## config.mk

```make
export PLATFORM = sky130hd
export DESIGN_NAME = seg_cmd_rx
export DESIGN_NICKNAME = d
export VERILOG_FILES = /design/src/rtl/segrx_pkg.sv /design/src/rtl/segrx_sync.sv /design/src/rtl/segrx_shift.sv /design/src/rtl/segrx_decode.sv /design/src/rtl/seg_cmd_rx.sv
export SDC_FILE = /design/constraint.sdc
export NUM_CORES = 1
export LEC_CHECK = 0
export ABC_AREA = 1
export CAP_MARGIN = 20
export CORE_MARGIN = 2
export CORE_UTILIZATION = 39
export CTS_CLUSTER_SIZE = 28
export DETAILED_ROUTE_END_ITERATION = 16
export SLEW_MARGIN = 40
export SYNTH_ARGS = -nofsm -noshare
export SYNTH_HDL_FRONTEND = slang
export SYNTH_SLANG_ARGS = --single-unit
```

## constraint.sdc

```tcl
create_clock -name clk -period 1.4 [get_ports clk]
set_clock_uncertainty 0.05 [all_clocks]
set_input_delay 0.21 -clock clk [delete_from_list [all_inputs] [get_ports clk]]
set_output_delay 0.21 -clock clk [all_outputs]
set_load 0.05 [all_outputs]
```

## src/rtl/segrx_pkg.sv

```systemverilog
package segrx_pkg;

  localparam int BYTE_W = 8;
  localparam int NIB_W  = 4;

  typedef struct packed {
    logic       disp_on;
    logic       frame_inv;
    logic [1:0] pwr_mode;
    logic       bias_half;
    logic       ext_clk;
    logic [1:0] frame_rate;
    logic [1:0] blink;
    logic       all_on;
    logic       all_off;
  } seg_cfg_t;

  localparam seg_cfg_t CFG_DEFAULT = '0;

  // opcode prefixes on bits 6 downward
  localparam logic [2:0] OP_MODE  = 3'b100;
  localparam logic [2:0] OP_DISP  = 3'b101;
  localparam logic [5:0] OP_SWRST = 6'b110101;
  localparam logic [3:0] OP_BLINK = 4'b1110;
  localparam logic [4:0] OP_APIX  = 5'b11111;

endpackage

```

## src/rtl/segrx_sync.sv

```systemverilog
module segrx_sync #(
  parameter int              STAGES  = 2,
  parameter int              WIDTH   = 3,
  parameter logic [WIDTH-1:0] RST_VAL = '0
) (
  input  logic             clk,
  input  logic             rst_n,
  input  logic [WIDTH-1:0] d,
  output logic [WIDTH-1:0] q
);
  logic [WIDTH-1:0] stage [STAGES];

  always_ff @(posedge clk or negedge rst_n) begin
    if (!rst_n) stage[0] <= RST_VAL;
    else        stage[0] <= d;
  end

  for (genvar g = 1; g < STAGES; g++) begin : g_stage
    always_ff @(posedge clk or negedge rst_n) begin
      if (!rst_n) stage[g] <= RST_VAL;
      else        stage[g] <= stage[g-1];
    end
  end

  assign q = stage[STAGES-1];
endmodule

```

## src/rtl/segrx_shift.sv

```systemverilog
module segrx_shift
  import segrx_pkg::*;
(
  input  logic              clk,
  input  logic              rst_n,
  input  logic              sel_s,
  input  logic              sclk_s,
  input  logic              sdat_s,
  output logic              nib_vld,
  output logic [NIB_W-1:0]  nib,
  output logic              byte_vld,
  output logic [BYTE_W-1:0] byte_q
);
  localparam int CNT_W     = $clog2(BYTE_W);
  localparam int NIB_CNT_W = $clog2(NIB_W);
  localparam logic [CNT_W-1:0] CNT_LAST = CNT_W'(BYTE_W - 1);

  logic              sclk_d;
  logic [CNT_W-1:0]  cnt;
  logic [BYTE_W-1:0] shreg;
  logic [BYTE_W-1:0] nxt;
  logic              rise;

  assign rise = sclk_s & ~sclk_d & ~sel_s;
  assign nxt  = {shreg[BYTE_W-2:0], sdat_s};

  always_ff @(posedge clk or negedge rst_n) begin
    if (!rst_n) begin
      sclk_d   <= 1'b0;
      cnt      <= '0;
      shreg    <= '0;
      nib_vld  <= 1'b0;
      nib      <= '0;
      byte_vld <= 1'b0;
      byte_q   <= '0;
    end else begin
      sclk_d   <= sclk_s;
      nib_vld  <= 1'b0;
      byte_vld <= 1'b0;
      if (sel_s) begin
        cnt <= '0;
      end else if (rise) begin
        shreg <= nxt;
        cnt   <= cnt + CNT_W'(1);
        if (&cnt[NIB_CNT_W-1:0]) begin
          nib_vld <= 1'b1;
          nib     <= nxt[NIB_W-1:0];
        end
        if (cnt == CNT_LAST) begin
          byte_vld <= 1'b1;
          byte_q   <= nxt;
        end
      end
    end
  end

  // nothing is emitted once select is seen released
  a_r1_quiet_when_deselected: assert property (@(posedge clk) disable iff (!rst_n)
    $past(sel_s) && sel_s |-> !nib_vld && !byte_vld);

  // a completed byte leaves the bit count back at zero
  a_r2_byte_at_count_zero: assert property (@(posedge clk) disable iff (!rst_n)
    byte_vld |-> cnt == '0);

  // a byte boundary is also a nibble boundary
  a_r2_byte_with_nibble: assert property (@(posedge clk) disable iff (!rst_n)
    byte_vld |-> nib_vld);
endmodule

```

## src/rtl/segrx_decode.sv

```systemverilog
module segrx_decode
  import segrx_pkg::*;
#(
  parameter int RAM_DEPTH = 50,
  parameter int ADDR_W    = $clog2(RAM_DEPTH)
) (
  input  logic              clk,
  input  logic              rst_n,
  input  logic              sel_s,
  input  logic              nib_vld,
  input  logic [NIB_W-1:0]  nib,
  input  logic              byte_vld,
  input  logic [BYTE_W-1:0] byte_q,
  output seg_cfg_t          cfg_q,
  output logic              ram_we,
  output logic [ADDR_W-1:0] ram_addr,
  output logic [NIB_W-1:0]  ram_wdata
);
  localparam logic [ADDR_W-1:0] ADDR_LAST = ADDR_W'(RAM_DEPTH - 1);
  localparam logic [5:0]        FLD_LAST  = 6'(RAM_DEPTH - 1);

  logic              data_mode;
  logic [ADDR_W-1:0] addr;
  logic [ADDR_W-1:0] addr_inc;
  logic [ADDR_W-1:0] addr_load;
  logic              is_swrst;

  assign addr_inc  = (addr == ADDR_LAST) ? '0 : addr + ADDR_W'(1);
  assign addr_load = (byte_q[5:0] > FLD_LAST) ? '0 : byte_q[ADDR_W-1:0];
  assign is_swrst  = (byte_q[6:1] == OP_SWRST);

  always_ff @(posedge clk or negedge rst_n) begin
    if (!rst_n) begin
      data_mode <= 1'b0;
      addr      <= '0;
      cfg_q     <= CFG_DEFAULT;
      ram_we    <= 1'b0;
      ram_addr  <= '0;
      ram_wdata <= '0;
    end else begin
      ram_we <= 1'b0;
      if (nib_vld && data_mode) begin
        ram_we    <= 1'b1;
        ram_addr  <= addr;
        ram_wdata <= nib;
        addr      <= addr_inc;
      end
      if (byte_vld && !data_mode) begin
        data_mode <= ~byte_q[7];
        if (!byte_q[6])
          addr <= addr_load;
        else if (byte_q[6:4] == OP_MODE)
          {cfg_q.disp_on, cfg_q.frame_inv, cfg_q.pwr_mode} <= byte_q[3:0];
        else if (byte_q[6:4] == OP_DISP)
          {cfg_q.bias_half, cfg_q.ext_clk, cfg_q.frame_rate} <= byte_q[3:0];
        else if (is_swrst) begin
          cfg_q <= CFG_DEFAULT;
          addr  <= '0;
        end else if (byte_q[6:3] == OP_BLINK)
          cfg_q.blink <= byte_q[1:0];
        else if (byte_q[6:2] == OP_APIX)
          {cfg_q.all_on, cfg_q.all_off} <= byte_q[1:0];
      end
      if (sel_s) data_mode <= 1'b0;
    end
  end

  // the pointer never leaves the RAM range
  a_r5_addr_in_range: assert property (@(posedge clk) disable iff (!rst_n)
    addr <= ADDR_LAST);

  // write strobe lasts a single cycle
  a_r10_we_single: assert property (@(posedge clk) disable iff (!rst_n)
    ram_we |=> !ram_we);

  // software reset leaves display off and pointer at zero
  a_r8_swrst_clears: assert property (@(posedge clk) disable iff (!rst_n)
    byte_vld && !data_mode && is_swrst && !(nib_vld && data_mode)
    |=> !cfg_q.disp_on && addr == '0);

  // no write ever comes while in command mode
  a_r3_no_write_in_cmd: assert property (@(posedge clk) disable iff (!rst_n)
    nib_vld && !data_mode |=> !ram_we);
endmodule

```

## src/rtl/seg_cmd_rx.sv

```systemverilog
module seg_cmd_rx
  import segrx_pkg::*;
#(
  parameter int SYNC_STAGES = 2,
  parameter int RAM_DEPTH   = 50,
  localparam int ADDR_W     = $clog2(RAM_DEPTH)
) (
  input  logic              clk,
  input  logic              rst_n,
  input  logic              sel_n,
  input  logic              sclk,
  input  logic              sdat,
  output logic              disp_on,
  output logic              frame_inv,
  output logic [1:0]        pwr_mode,
  output logic              bias_half,
  output logic              ext_clk_sel,
  output logic [1:0]        frame_rate,
  output logic [1:0]        blink_rate,
  output logic              all_on,
  output logic              all_off,
  output logic              ram_we,
  output logic [ADDR_W-1:0] ram_addr,
  output logic [NIB_W-1:0]  ram_wdata
);
  logic [2:0]        pins_s;
  logic              nib_vld;
  logic [NIB_W-1:0]  nib;
  logic              byte_vld;
  logic [BYTE_W-1:0] byte_q;
  seg_cfg_t          cfg;

  segrx_sync #(.STAGES(SYNC_STAGES), .WIDTH(3), .RST_VAL(3'b100)) u_sync (
    .clk(clk), .rst_n(rst_n), .d({sel_n, sclk, sdat}), .q(pins_s));

  segrx_shift u_shift (
    .clk(clk), .rst_n(rst_n), .sel_s(pins_s[2]), .sclk_s(pins_s[1]),
    .sdat_s(pins_s[0]), .nib_vld(nib_vld), .nib(nib),
    .byte_vld(byte_vld), .byte_q(byte_q));

  segrx_decode #(.RAM_DEPTH(RAM_DEPTH), .ADDR_W(ADDR_W)) u_dec (
    .clk(clk), .rst_n(rst_n), .sel_s(pins_s[2]), .nib_vld(nib_vld),
    .nib(nib), .byte_vld(byte_vld), .byte_q(byte_q), .cfg_q(cfg),
    .ram_we(ram_we), .ram_addr(ram_addr), .ram_wdata(ram_wdata));

  assign disp_on     = cfg.disp_on;
  assign frame_inv   = cfg.frame_inv;
  assign pwr_mode    = cfg.pwr_mode;
  assign bias_half   = cfg.bias_half;
  assign ext_clk_sel = cfg.ext_clk;
  assign frame_rate  = cfg.frame_rate;
  assign blink_rate  = cfg.blink;
  assign all_on      = cfg.all_on;
  assign all_off     = cfg.all_off;

  // outputs idle in the first cycle out of reset
  a_r9_reset_idle: assert property (@(posedge clk)
    $rose(rst_n) |-> !ram_we && !disp_on);
endmodule

```

---- Yosys cells after proc, flatten, opt, wreduce, memory -nomap -nowiden ----
Index checks and enable logic that the tools add are counted.
word-level totals
  register bits ........................... 61
  input port bits ......................... 5
  logic and storage cells ................. 86
cells by class
  add/subtract/negate cells ............... 2
  order comparisons ....................... 1
  eq/ne operators ......................... 9
  multiplexer cells ....................... 27
  bitwise operators ....................... 7
  reductions and logical operators ........ 17
operators with widths
  operator                                               number
  2-to-1 mux 6 bit                                       8
  2-to-1 mux 4 bit                                       4
  == test 6 bit (second input constant)                  2
  AND reduction 4 bit                                    3
  nonzero test 2 bit                                     6
  == test 3 bit (second input constant)                  3
  2-to-1 mux 1 bit                                       9
  2-to-1 mux 8 bit                                       1
  adder 6 x 1 -> 6 bit (second input constant)           1
  greater-than comparator 6 bit (second input constant)  1
  2-to-1 mux 2 bit                                       3
  2-to-1 mux 3 bit                                       2
  AND reduction 6 bit                                    1
  == test 5 bit (second input constant)                  1
  inverter 1 bit                                         5
  AND reduction 5 bit                                    1
  == test 4 bit (second input constant)                  1
  != test 2 x 1 -> 1 bit (second input constant)         2
  AND reduction 2 bit                                    2
  adder 3 x 1 -> 3 bit (second input constant)           1
  AND reduction 3 bit                                    1
  bitwise AND 1 bit                                      2
  logical AND 1 bit                                      2
  logical NOT 1 bit                                      1

---- Logic depth before layout (Yosys ltp) ----
Gate-level depths: netlist (run 1).
  depth after elaboration ................. 8
  gate-level depth with buffers ........... 9
  mapped depth without buffers ............ 9

---- Modules after synthesis ----
A second synthesis (run 1) with hierarchy kept.
second synthesis, totals
  cells, all modules ...................... 299
  area total of the unflattened synthesis .. 2,667.6 sq um
modules (own cells, without submodules)
  module        instances  cells each  area an instance (sq um)  sequential area each (sq um)
  segrx_decode  1          182         1,466.4                   750.7
  segrx_shift   1          108         1,026.0                   625.6
  segrx_sync    1          9           175.2                     152.6

---- Least setup slack after synthesis (run 1) ----
OpenSTA, ideal clock, no wires.
  path kind ............................... register to register
  start point ............................. register u_shift.cnt[0]
  end point ............................... register u_shift.byte_q[1]
  arrival time ............................ 1.091 ns
  setup slack ............................. 0.133 ns
  stages on the path, launching flop included .. 6
  path buffers ............................ 1
  path through ............................ dfrtp_1 > ha_1 > ha_1 > nand2_2 > buf_2 > o21ai_0
between the ends
  longest elaborated chain between the ends .. 2
RTL lines
  element                               line               text
  start: declaration                    segrx_shift.sv:19  logic [CNT_W-1:0] cnt;
  start signal: assignment              segrx_shift.sv:44  cnt <= cnt + CNT_W'(1);
  == test 3 bit                         segrx_shift.sv:49  if (cnt == CNT_LAST) begin
  AND reduction 3 bit (no source line)  -
  end signal: assignment                segrx_shift.sv:51  byte_q <= nxt;
  end: declaration                      segrx_shift.sv:12  output logic [BYTE_W-1:0] byte_q
Every way passes these cells.
A chain may end at the register's enable or synchronous reset.

---- Worst setup path after layout (run 1) ----
  start point ............................. register u_shift.byte_q[6]
  end point ............................... register u_dec.cfg_q[8] (netlist name)
between the ends
  longest elaborated chain between the ends .. 3
  elaborated cells between the ends (all ways) .. 7
  classes of those cells .................. 4 x eq/ne; 1 x mux; 2 x reduce/logical
RTL lines
  element                                                                        line                text
  == test 6 bit (tied with other cells)                                          segrx_decode.sv:30  assign is_swrst = (byte_q[6:1] == OP_SWRST);
  nonzero test 2 bit (no source line) or != test 2 x 1 -> 1 bit (tied branches)  -
  AND reduction 4 bit (no source line)                                           -
Parallel ways exist; a longest one is shown, timed or not.

==> run_results.csv, run 1 <==
group,metric,value,unit
place,port_buffers,27,
route,wire_per_inst,11.93,microns
clock_network,tritoncts,"done",
logic_synthesis,cell_count_after_synthesis,275,
power,p_sw_share,19.89,%
worst_setup_path,worst_setup_path_end_kind,"register",
timing,slew_headroom,78.28,%
final_layout,final_net_count,331,
logic_synthesis,flip_flop_and_latch_count_after_synthesis,61,
timing,setup-violations-final,0,
place,dpl_hpwl,3.402,mm
power,power.share.sequential,47.9,%
global_routing,antenna_violations_before_repair,0,
clock_network,worst_path_clk_slew,60,ps
route,via_count,1930,
global_routing,grtUsageTotal,15.40,%
clock_network,clock_tree.htree_level_count,3,
global_routing,vias_in_the_first_global_route,1917,
power,ir_worst_vdd,0.6786,mV
route,initialDrtViolationCount,127,
power,combinationalPowerShare,3.5,%
flow_run,max-cap-violations,0,
timing,min_period,1350,ps
timing,min_period_over_period,96.41,%
logic_synthesis,ys_dominant_reg_cell,"sky130_fd_sc_hd__dfrtp_1",
timing,achievable-frequency,740.9,MHz
final_layout,share_of_post_route_cells_with_drive_strength_above_1,22.63,%
power,static-leakage-power,1.655,nW
die,initial_utilization,40.32,%
logic_synthesis,syn_area_per_cell,9.309,sq um
power,p_total,3.870,mW
place,gp_routability_congestion,0.8663,
power,p_per_area,1103,nW/um^2
final_layout,syn2layout_area_growth,37.05,%
clock_network,numClockSinks,61,
worst_setup_path,cp_max_fo,9,
worst_setup_path,crit_path_required_time,1570,ps
timing,tightestPinTransition,325.8,ps
worst_setup_path,worstPathArrival,1520,ps
logic_synthesis,yosys.cell_types.count,26,
logic_synthesis,syn-cell-area,2560,sq um
power,internal-power,3.100,mW
die,die_x,85.02,microns
clock_network,clk-insertion-delay-late,330,ps
power,p_clk_share,48.6,%
route,number_of_remaining_drc_errors,0,
worst_setup_path,critical_path_class,"register to register",
worst_setup_path,crit_path_start_kind,"register",
die,fp.dieArea,7228,sq um
logic_synthesis,synth_sequential_area_ratio,59.73,%
logic_synthesis,ys_warn_count,0,
global_routing,grt_pass1_wl,8.735,mm
clock_network,clk_root_buffer_cell,"sky130_fd_sc_hd__clkbuf_8",
final_layout,final_core_util,55.25,%
die,floorplan.io_pins,28,
timing,hold_slack,227.0,ps
route,totalWireLength,4.821,mm
clock_network,cts_made_buffers,9,
worst_setup_path,critical_path.startpoint,"u_shift.byte_q[6]",
route,route.detailed.vias_per_inst,4.777,
hold_path,holdCritStartpoint,"sel_n",
timing,rsz0062_at_grt,"true",
power,power.switching,769.6,uW
route,count_of_tritonroute_iterations_in_the_first_routing_pass,4,
timing,timing_hold_violations_final,0,
final_layout,num_antenna_cells,0,
global_routing,gr-total-overflow,0,
global_routing,grt_start_max_net_pins,62,
route,ant_nets,0,
logic_synthesis,synth.net_count,284,
die,row_count,29,
logic_synthesis,synthArstFlopShare,100.0,%
logic_synthesis,synth-edff-count,0,
timing,drv_slew,0,
die,placeableCoreArea,6350,sq um
status,run_status,"finished, final reports clean",
die,chipHeight,85.02,microns
hold_path,hp-class,"input port to register",
worst_setup_path,beginning_of_the_worst_register_to_register_path,"u_shift.byte_q[6]",
clock_network,cts_buffer_depth,2,
==> cell families (layout without fill, tap and decap cells) <==
group,after synthesis,after routing,synth area share (%)
compound gates,47,47,10.46
fa+ha+maj,4,4,1.955
xor+xnor,2,2,0.6844
buf+inv,44,96,7.136
flops,61,61,59.73
simple gates,117,117,20.04
==> path summary, 6_finish.rpt <==
check | to | slack, ps | depth (start not counted)
min in group asynchronous | u_dec.cfg_q[1] | 350 | 3
min | u_sync.stage[5] | 230 | 1
max in group asynchronous | u_sync.stage[5] | 620 | 3
max reg2reg | u_dec.cfg_q[8] | 50 | 6
min reg2reg | u_sync.q[0] | 300 | 0
max | u_dec.cfg_q[8] | 50 | 6
==> timing repair <==
action / 4_1_cts / 5_1_grt
gates resized for setup: 1 / 10
hold buffers: 1 / 0
endpoints found under the setup margin: 4 / 17
endpoints found under the hold margin: 59 / 0
pin swaps: 0 / 2
setup buffers: 0 / 2
==> state kept, by name (all words and copies together) (netlist names) <==
signal / count
u_dec.cfg_q: 12
u_shift.byte_q: 8
u_shift.shreg: 7
u_dec.addr: 6
u_dec.ram_addr: 6
u_dec.ram_wdata: 4
u_shift.nib: 4
u_shift.cnt: 3
u_sync.q: 3
u_sync.stage: 3
u_dec.data_mode: 1
u_dec.ram_we: 1
u_shift.byte_vld: 1
u_shift.nib_vld: 1
u_shift.sclk_d: 1
==> layout make-up <==
type                    instances  area [sq um]
fillers                       543          2841
flip-flops and latches         61          1533
clock inverters                 4         95.09
clock buffers                  12         145.1
well taps                      77         96.34
multi-input cells             170         860.8
repair buffers                 42         635.6
inverters                      38         142.6
==> cell usage after synthesis, types with 4 or more instances <==
library cell	count	area, sq um
sky130_fd_sc_hd__inv_1	36	135.1
sky130_fd_sc_hd__nand3_1	14	70.07
sky130_fd_sc_hd__ha_1	4	50.05
sky130_fd_sc_hd__o21ai_1	12	60.06
sky130_fd_sc_hd__nand2_1	77	289.0
sky130_fd_sc_hd__nand2_2	4	25.02
sky130_fd_sc_hd__dfrtp_1	59	1476
sky130_fd_sc_hd__o21ai_0	28	140.1
sky130_fd_sc_hd__nor2_1	9	33.78
sky130_fd_sc_hd__nand4_1	7	43.79
==> critical path, cell delays in order (launching register included) <==
cell,delay [ps]
sky130_fd_sc_hd__dfrtp_2,430
sky130_fd_sc_hd__nand2_4,70
sky130_fd_sc_hd__nor2_4,120
sky130_fd_sc_hd__nand2_4,110
sky130_fd_sc_hd__a21oi_4,240
sky130_fd_sc_hd__buf_4,150
sky130_fd_sc_hd__o21ai_1,50
==> per-layer routing <==
| layer | vias up | part of all wire (%) | track usage (%) |
|---|---|---|---|
| met5 | - | 0 | 0 |
| met4 | 0 | 2.7 | 9.235 |
| met3 | 16 | 3.0 | 3.891 |
| met2 | 30 | 48 | 23.37 |
| met1 | 908 | 46 | 19.92 |
| li1 | 976 | - | - |
==> power by group through the flow <==
stage | Combinational [mW] | Clock (mW) | Sequential (mW)
after global routing | 0.161 | 2.02 | 1.86
after floorplan | 0.0635 | 0 | 1.88
after CTS | 0.142 | 1.93 | 1.85
after detailed placement | 0.139 | 0 | 1.89
after global placement | 0.136 | 0 | 1.88
final | 0.136 | 1.88 | 1.85
==> metrics by stage <==
| step | area, sq um | setup TNS (ps) | setup WS [ps] | std cells |
|---|---|---|---|---|
| floorplan | 2560 | 0 | 132.7 | 275 |
| global placement | 3227 | 0 | 51.64 | 385 |
| detailed placement | 3227 | -1.127 | -1.127 | 385 |
| CTS | 3478 | 0 | 18.22 | 402 |
| global route | 3508 | -33.67 | -28.28 | 404 |
| finish | 3508 | 0 | 50.25 | 404 |
==> layout by cell type, fill, tap and decap left out, types with 6 or more instances in the layout <==
cell type / count
sky130_fd_sc_hd__dfrtp_1: 56
sky130_fd_sc_hd__nand2_1: 77
sky130_fd_sc_hd__inv_1: 34
sky130_fd_sc_hd__o21ai_0: 26
sky130_fd_sc_hd__buf_4: 12
sky130_fd_sc_hd__o21ai_1: 14
sky130_fd_sc_hd__nand4_1: 7
sky130_fd_sc_hd__buf_12: 25
sky130_fd_sc_hd__nor2_1: 6
sky130_fd_sc_hd__nand3_1: 14
sky130_fd_sc_hd__clkbuf_8: 10
Power figures use the tool's default switching activity.
==> run 2, diff against run 1 <==
Settings changed: CORE_MARGIN 2 to unset.
==> run_results.csv, run 2 (synthesized netlist as in run 1, its figures left out) <==
group,metric,value,unit
clock_network,cts_buffer_depth,2,
global_routing,grt_start_max_net_pins,62,
die,placeableCoreArea,6350,sq um
worst_setup_path,rrSetupSlack,80,ps
final_layout,largest-register,"u_dec.cfg_q",
clock_network,clk-insertion-delay-late,340,ps
clock_network,numClockSinks,61,
clock_network,cts_made_buffers,9,
worst_setup_path,worstPathArrival,1500,ps
final_layout,layout_commonest_cell,"sky130_fd_sc_hd__nand2_1",
timing,min_period,1318,ps
final_layout,top_regs,"u_dec.cfg_q x12, u_shift.byte_q x8, u_shift.shreg x7",
final_layout,multi_input_combinational_cell_area,858.3,sq um
final_layout,final_core_util,54.23,%
die,die_x,83.02,microns
place,dpl_hpwl,3.298,mm
die,row_count,29,
route,via_count,1916,
route,wire_per_inst,11.78,microns
worst_setup_path,timing.reg2reg.worst_path_depth,5,
route,count_of_tritonroute_iterations_in_the_first_routing_pass,4,
route,initialDrtViolationCount,102,
status,run_status,"finished, final reports clean",
final_layout,num_antenna_cells,0,
timing,rsz0062_at_grt,"true",
power,ir_worst_vdd,0.7767,mV
power,static-leakage-power,1.618,nW
timing,drv_slew,0,
die,fp.dieArea,6892,sq um
global_routing,gr-total-overflow,0,
die,floorplan.io_pins,28,
route,ant_nets,0,
worst_setup_path,cp_slowest_stage_delay,470,ps
die,chipHeight,83.02,microns
final_layout,mostFrequentLayoutCells,"76 x sky130_fd_sc_hd__nand2_1, 56 x sky130_fd_sc_hd__dfrtp_1, 36 x sky130_fd_sc_hd__inv_1",
final_layout,final_net_count,332,
clock_network,clk_root_buffer_cell,"sky130_fd_sc_hd__clkbuf_8",
hold_path,min_path_cells,1,
place,port_buffers,27,
worst_setup_path,beginning_of_the_worst_register_to_register_path,"u_shift.byte_q[4]",
clock_network,worst_path_clk_slew,70,ps
worst_setup_path,worstReg2RegEnd,"u_dec.cfg_q[1]",
final_layout,share_of_post_route_cells_with_drive_strength_above_1,21.95,%
timing,min_period_over_period,94.12,%
worst_setup_path,slowest_stage,"sky130_fd_sc_hd__dfrtp_1",
global_routing,grt_pass1_wl,8.487,mm
final_layout,syn2layout_area_growth,34.51,%
hold_path,hp-class,"input port to register",
final_layout,final-seq-area,1533,sq um
worst_setup_path,crit_path_required_time,1580,ps
worst_setup_path,crit_path_start_kind,"register",
timing,setup-violations-final,0,
power,p_per_area,969.6,nW/um^2
place,dp_slack,13.93,ps
power,p_total,3.339,mW
global_routing,vias_in_the_first_global_route,1885,
worst_setup_path,cp_max_fo,7,
hold_path,holdCritStartpoint,"sel_n",
timing,hold_slack,228.3,ps
worst_setup_path,timing.critical_path.buf_inv,0,
timing,timing_hold_violations_final,0,
timing,achievable-frequency,758.9,MHz
worst_setup_path,critical_path_class,"register to register",
global_routing,antenna_violations_before_repair,0,
timing,tightestPinTransition,315.3,ps
timing,slew_headroom,78.98,%
flow_run,max-cap-violations,0,
worst_setup_path,cpLargestDelayFamily,"flip-flops",
final_layout,num-fill-cells,555,
die,initial_utilization,40.32,%
worst_setup_path,worst_setup_path_end_kind,"register",
clock_network,tritoncts,"done",
worst_setup_path,worst_path_most_repeated_cell,"sky130_fd_sc_hd__nand2_1",
global_routing,grtUsageTotal,16.02,%
route,number_of_remaining_drc_errors,0,
final_layout,largest_reg_flops,12,
route,route.detailed.vias_per_inst,4.731,
timing,final.setup.worst_slack,82.31,ps
place,gp_routability_congestion,0.8018,
route,totalWireLength,4.772,mm
timing,tns,0,ps
worst_setup_path,cp_cell_sequence,"nand2_1, o31ai_1, nand2_1, nand2_1, nand2_1",
clock_network,clock_tree.htree_level_count,3,
hold_path,hold_end,"u_sync.stage[5]",
run 2: worst max-delay path by stage:
stage | start | to | slack (ps) | cells past startpoint
final | u_shift.byte_q[4] | u_dec.cfg_q[1] | 80 | 5
after global routing | u_shift.byte_q[3] | u_dec.cfg_q[5] | -30 | 6
after detailed placement | u_shift.byte_q[6] | u_dec.cfg_q[6] | 10 | 6
after floorplan | u_shift.cnt[0] | u_shift.byte_q[1] | 130 | 5
after global placement | u_shift.byte_q[6] | u_dec.cfg_q[6] | 40 | 6
after CTS | u_dec.data_mode | u_dec.cfg_q[6] | 5 | 5
run 2: power breakdown:
part	internal, mW	switching, mW	total (mW)
clock network	0.684	0.659	1.34
logic	0.0479	0.0938	0.142
registers	1.82	0.0295	1.85
total	2.56	0.782	3.34
run 2: worst register-to-register path: stages, from the launching register on:
cell and delay, ps:
sky130_fd_sc_hd__dfrtp_1 470, sky130_fd_sc_hd__nand2_1 160, sky130_fd_sc_hd__o31ai_1 290, sky130_fd_sc_hd__nand2_1 120, sky130_fd_sc_hd__nand2_1 80, sky130_fd_sc_hd__nand2_1 40
run 2: area by class of cell:
type / count / area share (%)
sequential: 61 / 44.51
multi-input combinational: 170 / 24.93
timing repair buffer: 43 / 18.68
clock buffer: 12 / 4.215
inverter: 38 / 4.142
tap: 77 / 2.798
clock inverter: 4 / 0.7267
run 2: metal layers:
layer	routed length, microns	share of wire, %	vias up	track usage (%)
li1	-	-	971	-
met1	2161	45	894	18.37
met2	2321	49	45	25.56
met3	226	4.7	6	7.654
met4	62	1.3	0	6.897
met5	0	0	-	0
run 2: timing repair:
item                                   4_1_cts  5_1_grt
endpoints found under the hold margin       59        0
gates resized for setup                      1        6
pin swaps                                    0        2
hold buffers                                 1        0
setup endpoints to repair                    4       20
setup buffers                                0        5
run 2: through the flow:
stage	area, sq um	instances
floorplan	2560	275
global placement	3212	383
detailed placement	3212	383
CTS	3393	400
global route	3443	405
finish	3443	405
